$ cat src/rtl/gpio_irq_pkg.sv
package gpio_irq_pkg;
  localparam int REG_ADDR_W = 3;

  typedef enum logic [REG_ADDR_W-1:0] {
    REG_RISE = 3'd0,
    REG_FALL = 3'd1,
    REG_WAKE = 3'd2,
    REG_STAT = 3'd3
  } reg_sel_e;
endpackage

$ cat src/rtl/gpio_pin_sync.sv
module gpio_pin_sync #(
  parameter int W      = 28,
  parameter int STAGES = 2
) (
  input  logic         clk,
  input  logic         rst_n,
  input  logic [W-1:0] async_i,
  output logic [W-1:0] sync_o
);
  logic [W-1:0] stg_q [STAGES];

  for (genvar s = 0; s < STAGES; s++) begin : g_stage
    if (s == 0) begin : g_first
      always_ff @(posedge clk or negedge rst_n) begin
        if (!rst_n) stg_q[s] <= '0;
        else        stg_q[s] <= async_i;
      end
    end else begin : g_next
      always_ff @(posedge clk or negedge rst_n) begin
        if (!rst_n) stg_q[s] <= '0;
        else        stg_q[s] <= stg_q[s-1];
      end
    end
  end

  assign sync_o = stg_q[STAGES-1];
endmodule

$ cat src/rtl/gpio_edge_find.sv
module gpio_edge_find #(
  parameter int W = 28
) (
  input  logic         clk,
  input  logic         rst_n,
  input  logic [W-1:0] level_i,
  output logic [W-1:0] rise_o,
  output logic [W-1:0] fall_o
);
  logic [W-1:0] prev_q;

  always_ff @(posedge clk or negedge rst_n) begin
    if (!rst_n) prev_q <= '0;
    else        prev_q <= level_i;
  end

  assign rise_o = level_i & ~prev_q;
  assign fall_o = ~level_i & prev_q;
endmodule

$ cat src/rtl/gpio_cfg_regs.sv
module gpio_cfg_regs
  import gpio_irq_pkg::*;
#(
  parameter int W = 28
) (
  input  logic                  clk,
  input  logic                  rst_n,
  input  logic                  wr_en,
  input  logic [REG_ADDR_W-1:0] addr,
  input  logic [W-1:0]          wdata,
  output logic [W-1:0]          rise_en_o,
  output logic [W-1:0]          fall_en_o,
  output logic [W-1:0]          wake_en_o
);
  always_ff @(posedge clk or negedge rst_n) begin
    if (!rst_n) begin
      rise_en_o <= '0;
      fall_en_o <= '0;
      wake_en_o <= '0;
    end else if (wr_en) begin
      case (addr)
        REG_RISE: rise_en_o <= wdata;
        REG_FALL: fall_en_o <= wdata;
        REG_WAKE: wake_en_o <= wdata;
        default:  ;
      endcase
    end
  end
endmodule

$ cat src/rtl/gpio_evt_status.sv
module gpio_evt_status #(
  parameter int W = 28
) (
  input  logic         clk,
  input  logic         rst_n,
  input  logic [W-1:0] rise_i,
  input  logic [W-1:0] fall_i,
  input  logic [W-1:0] rise_en_i,
  input  logic [W-1:0] fall_en_i,
  input  logic         clr_en_i,
  input  logic [W-1:0] clr_mask_i,
  output logic [W-1:0] set_o,
  output logic [W-1:0] status_o
);
  logic [W-1:0] clr_vec;

  assign set_o   = (rise_i & rise_en_i) | (fall_i & fall_en_i);
  assign clr_vec = clr_en_i ? clr_mask_i : '0;

  // The set term is applied after the clear, so a same-cycle set is kept.
  always_ff @(posedge clk or negedge rst_n) begin
    if (!rst_n) status_o <= '0;
    else        status_o <= (status_o & ~clr_vec) | set_o;
  end
endmodule

$ cat src/rtl/gpio_edge_irq.sv
module gpio_edge_irq
  import gpio_irq_pkg::*;
#(
  parameter int NUM_PINS    = 28,
  parameter int NUM_DIRECT  = 11,
  parameter int SYNC_STAGES = 2
) (
  input  logic                  clk,
  input  logic                  rst_n,
  input  logic [NUM_PINS-1:0]   pin_i,
  input  logic                  reg_wr_en,
  input  logic [REG_ADDR_W-1:0] reg_addr,
  input  logic [NUM_PINS-1:0]   reg_wdata,
  output logic [NUM_PINS-1:0]   reg_rdata,
  output logic [NUM_DIRECT-1:0] irq_low_o,
  output logic                  irq_high_o,
  output logic                  wake_req_o
);
  localparam int NUM_SHARED = NUM_PINS - NUM_DIRECT;

  logic [NUM_PINS-1:0] pin_sync;
  logic [NUM_PINS-1:0] rise_evt, fall_evt;
  logic [NUM_PINS-1:0] rise_en, fall_en, wake_en;
  logic [NUM_PINS-1:0] set_vec, status_q;
  logic                stat_wr;

  gpio_pin_sync #(.W(NUM_PINS), .STAGES(SYNC_STAGES)) u_sync (
    .clk(clk), .rst_n(rst_n), .async_i(pin_i), .sync_o(pin_sync)
  );

  gpio_edge_find #(.W(NUM_PINS)) u_edge (
    .clk(clk), .rst_n(rst_n), .level_i(pin_sync),
    .rise_o(rise_evt), .fall_o(fall_evt)
  );

  gpio_cfg_regs #(.W(NUM_PINS)) u_cfg (
    .clk(clk), .rst_n(rst_n), .wr_en(reg_wr_en), .addr(reg_addr),
    .wdata(reg_wdata), .rise_en_o(rise_en), .fall_en_o(fall_en),
    .wake_en_o(wake_en)
  );

  assign stat_wr = reg_wr_en && (reg_addr == REG_STAT);

  gpio_evt_status #(.W(NUM_PINS)) u_stat (
    .clk(clk), .rst_n(rst_n), .rise_i(rise_evt), .fall_i(fall_evt),
    .rise_en_i(rise_en), .fall_en_i(fall_en), .clr_en_i(stat_wr),
    .clr_mask_i(reg_wdata), .set_o(set_vec), .status_o(status_q)
  );

  always_comb begin
    case (reg_addr)
      REG_RISE: reg_rdata = rise_en;
      REG_FALL: reg_rdata = fall_en;
      REG_WAKE: reg_rdata = wake_en;
      REG_STAT: reg_rdata = status_q;
      default:  reg_rdata = '0;
    endcase
  end

  for (genvar i = 0; i < NUM_DIRECT; i++) begin : g_direct
    assign irq_low_o[i] = status_q[i];
  end

  logic [NUM_SHARED-1:0] shared_bits;
  assign shared_bits = status_q[NUM_PINS-1:NUM_DIRECT];
  assign irq_high_o  = |shared_bits;
  assign wake_req_o  = |(status_q & wake_en);
endmodule

$ cat config.mk
export PLATFORM = sky130hd
export DESIGN_NAME = gpio_edge_irq
export DESIGN_NICKNAME = d
export VERILOG_FILES = /design/src/rtl/gpio_irq_pkg.sv /design/src/rtl/gpio_pin_sync.sv /design/src/rtl/gpio_edge_find.sv /design/src/rtl/gpio_cfg_regs.sv /design/src/rtl/gpio_evt_status.sv /design/src/rtl/gpio_edge_irq.sv
export SDC_FILE = /design/constraint.sdc
export NUM_CORES = 1
export LEC_CHECK = 0
export CORE_UTILIZATION = 50
export CTS_CLUSTER_DIAMETER = 30
export DETAILED_ROUTE_END_ITERATION = 10
export GPL_ROUTABILITY_DRIVEN = 0
export HOLD_SLACK_MARGIN = 0.08
export PLACE_DENSITY_LB_ADDON = 0.3
export SETUP_SLACK_MARGIN = 0.05
export SYNTH_ARGS = -nofsm -noshare
export SYNTH_HDL_FRONTEND = slang
export SYNTH_SLANG_ARGS = --single-unit
$ cat constraint.sdc
create_clock -name clk -period 2.95 [get_ports clk]
set_clock_uncertainty 0.05 [all_clocks]
set_input_delay 0.59 -clock clk [delete_from_list [all_inputs] [get_ports clk]]
set_output_delay 0.59 -clock clk [all_outputs]
set_load 0.01 [all_outputs]
After elaboration in Yosys (flattened, before gate mapping)
Cells that the tools add are included.
- register bits after elaboration: 196
- equality and inequality tests: 3
- mux-type cells: 2
- bitwise gates (word level): 11
- reductions and logical operators: 7
- operators by type and width (operator ; number):
    $and 28x28->28 ; 6
    $pmux 28 s4 ; 1
    $not 28->28 ; 3
    $or 28x28->28 ; 2
    $mux 28 ; 1
    $reduce_or 28->1 ; 1
    $reduce_or 17->1 ; 1
    $eq 3x2->1 const B ; 2
    $reduce_and 2->1 ; 3
    $eq 3x1->1 const B ; 1
    $logic_not 3->1 ; 1
    $logic_and 1x1->1 ; 1

Longest topological paths before layout
- depth after elaboration: 6
- gate-level depth with buffers: 5
- gate-level depth less buffers: 3

Hierarchy
A second synthesis with hierarchy kept.
- cells, all modules: 586
- area total of the unflattened synthesis: 8089.0 um2
- modules (own cells, without submodules) (module ; times used ; cells an instance ; area an instance (um2)):
    gpio_cfg_regs ; 1 ; 180 ; 3173.0
    gpio_pin_sync ; 1 ; 84 ; 1611.5
    gpio_evt_status ; 1 ; 115 ; 1302.5
    gpio_edge_find ; 1 ; 84 ; 1191.1
    gpio_edge_irq ; 1 ; 123 ; 810.8

Worst setup path after synthesis
Ideal clock, no wire load.
- path type: input to output
- start point: in reg_addr[1]
- end point: out reg_rdata[11]
- arrival time: 1.501 ns
- data required time: 2.310 ns
- slack: 0.809 ns
- cell stages on the path: 5
- buffers on the path: 2
- cell sequence: nor3_1 buf_2 buf_1 a22oi_1 nand2_1
- word-level cells in the longest chain between the ends: 2
- elaborated cells on any way between the ends: 5
- those cells by class: eq/ne: 3; mux: 1; reduce/logical: 1
- ends and longest elaborated chain (item ; RTL line ; text):
    from (decl) ; gpio_edge_irq.sv:12 ; input logic [REG_ADDR_W-1:0] reg_addr,
    $eq 3x2->1, or another cell as far along ; gpio_edge_irq.sv:51 ; case (reg_addr)
    $pmux 28 s4 (*) ; gpio_edge_irq.sv:51 ;
    to (decl) ; gpio_edge_irq.sv:14 ; output logic [NUM_PINS-1:0] reg_rdata,
Every way passes the cells marked *; elsewhere a longest branch is shown, timed or not.

Worst setup path after layout
- start point: in reg_addr[2]
- end point: out reg_rdata[10]
Same word-level chain as after synthesis.

==> impl_metrics.json <==
{
  "htree_levels": 4,
  "total_power_w": 0.00667,
  "min_period_ps": 2780,
  "rrSetupSlack_ps": 1980,
  "cts-root-buf": "clkbuf_16",
  "antenna_cells": 0,
  "cts.clk_slew.worst_paths_ps": 60,
  "final_cell_mix": "196 x dfrtp_1, 69 x clkdlybuf4s50_1, 67 x a22oi_1, 57 x nand2_1, 44 x mux2_2",
  "cpLargestDelayFamily": "buffers and inverters",
  "synth_cell_types": 23,
  "ys_warn_count": 0,
  "synth_cells": 571,
  "hold_buffers": 0,
  "crit_end": "reg_rdata[10]",
  "status": "complete, but fails checks",
  "die_h_um": 125,
  "wl_um": 17800,
  "synth-seq-area-share": 0.644,
  "cellLeakagePower_nw": 4.18,
  "rr_worst_depth": 3,
  "finalMaxSlewViolations": 0,
  "netlist_area_sq_um": 7620,
  "grt_pass1_wl_um": 29300,
  "regToRegStartpoint": "u_stat.status_o[4]",
  "clock_latency_ps": 430,
  "post_drt_wl_per_cell_um": 20.2,
  "rows": 44,
  "io_pins": 103,
  "grt_antenna_before_repair": 0,
  "fp.dieArea_sq_um": 15700,
  "worstHoldPathType": "in2async",
  "startpoint": "reg_addr[2]",
  "initial_core_util": 0.518,
  "cp.arrival_ps": 2140,
  "holdWs_ps": 122,
  "cts_inserted_buffers": 17,
  "ir_worst_vdd_uv": 532,
  "vias": 5079,
  "dieWidth_um": 125,
  "clockBufferDepth": 2,
  "powerDensity_nw_per_um2": 699,
  "worst-path-stages": 8,
  "max_freq_ghz": 0.360,
  "final_common_cell": "dfrtp_1",
  "cp-start-kind": "input pin",
  "violations": "design-rule violations",
  "syn-num-nets": 633,
  "ys_seq_elements": 196,
  "max-cap-violations": 0,
  "track_usage": 0.246,
  "io_buffer_count": 102,
  "cp.required_ps": 2310,
  "fin_crit_sh": 0.942,
  "end_kind": "output pin",
  "vias_per_cell": 5.78,
  "setup_viol": 0,
  "overflow": 0,
  "critPathBufInv": 5,
  "core_area_sq_um": 14700,
  "dr.pass1.iters": 8,
  "hold_viol": 0,
  "crit_chain": "clkdlybuf4s50_1, buf_4, nor3b_4, buf_4, buf_16, a22oi_1, nand2_1, dlygate4sd2_1",
  "drc": 7,
  "num-fill-cells": 1070,
  "cts.sinks": 196,
  "final_antenna_net_count": 0,
  "first_iter_violations": 467,
  "final_nets": 743,
  "fin_util": 0.650,
  "crit_path_frequent_cell": "buf_4",
  "rsz0062_at_grt": "no",
  "reg2reg_to": "u_stat.status_o[4]",
  "area_delta_synth_final_pct": 25.3,
  "setup_tns_ps": 0,
  "syn_area_per_cell_sq_um": 13.3,
  "slowest_stage": "clkdlybuf4s50_1",
  "grt_max_degree": 77,
  "dp_hpwl_um": 11800,
  "max_stage_delay_ps": 420,
  "crit_type": "in2out",
  "drive_above_1_share": 0.153,
  "worstMarginPinSlew_ps": 618,
  "grt_pass1_vias": 5383,
  "cts_tree": "yes",
  "slew_headroom": 0.588,
  "worst-path-max-fanout": 14
}
==> state kept, by name, summed over array words and instances (netlist names) <==
register	cells
u_cfg.fall_en_o	28
u_cfg.rise_en_o	28
u_cfg.wake_en_o	28
u_edge.prev_q	28
u_stat.status_o	28
u_sync.stg_q	28
u_sync.sync_o	28
==> timing repair <==
action,in CTS,in global routing
setup buffers,2,0
pin swaps,1,0
gates resized for setup,35,2
endpoints found under the hold margin,0,0
endpoints found under the setup margin,30,2
gates cloned,1,0
==> metrics by stage <==
step	std cells	setup WS (ps)	area (sq um)
2_1_floorplan	571	809	7620
3_3_place_gp	843	-127	8910
3_5_place_dp	843	-151	8910
4_1_cts	878	-67.7	9540
5_1_grt	878	79.9	9550
6_report	878	172	9550
==> layout make-up <==
| cell class | count | area (sq um) | share of cell area |
|---|---|---|---|
| clock inverters | 12 | 154 | 0.0161 |
| multi-input cells | 313 | 2410 | 0.253 |
| well taps | 184 | 230 | 0.0241 |
| flip-flops and latches | 196 | 4900 | 0.514 |
| inverters | 28 | 105 | 0.0110 |
| clock buffers | 20 | 457 | 0.0478 |
| repair buffers | 125 | 1280 | 0.135 |
==> synth_stat cells <==
master    number  area [sq um]
nor4_1         3          18.8
buf_1          4          15.0
mux2_1        40           450
buf_6          6          67.6
mux2_2        44           495
dfrtp_1      196          4900
o21ai_0       28           140
inv_1         28           105
and3b_1        1          8.76
nor3_1         1          5.00
nor2_1         1          3.75
nor3b_2        2          25.0
nand2_1       57           214
o211ai_1      28           210
nand4b_1       1          8.76
nand3b_1      28           210
a22oi_1       70           526
clkbuf_1       2          7.51
or4_1          2          15.0
and2_1         3          18.8
nand4_1        4          25.0
buf_2          8          40.0
buf_4         14           105
==> logic make-up (layout without fill, tap and decap cells) <==
group                  after synthesis  count (layout)  synth area share
DFF                                196             196             0.644
and+or+nand+nor                    103             103            0.0726
AOI/OAI and AO/OA                  126             126             0.115
buffers and inverters               62             185            0.0447
muxes                               84              84             0.124
==> power breakdown <==
group	internal [W]	total (W)	switching, W
logic	0.000504	0.000905	0.000401
clock network	0.00138	0.00237	0.000987
registers	0.00306	0.00340	0.000333
==> how the worst min path moves through the flow <==
| stage | to | cells after the start | slack (ps) |
|---|---|---|---|
| 2_1_floorplan | u_cfg.fall_en_o[0] | 0 | 240 |
| 3_3_place_gp | u_sync.sync_o[19] | 0 | 280 |
| 3_5_place_dp | u_sync.sync_o[21] | 0 | 280 |
| 4_1_cts | u_sync.stg_q[34] | 1 | 150 |
| 5_1_grt | u_sync.stg_q[34] | 1 | 170 |
| 6_report | u_sync.stg_q[34] | 1 | 120 |
==> layer usage <==
layer / up-vias / GRT usage / wire length (um)
li1: 2273 / - / -
met1: 2610 / 0.325 / 7460
met2: 174 / 0.407 / 8990
met3: 22 / 0.0522 / 1030
met4: 0 / 0.0839 / 303
met5: - / 0 / 0
Power figures use the tool's default switching activity.
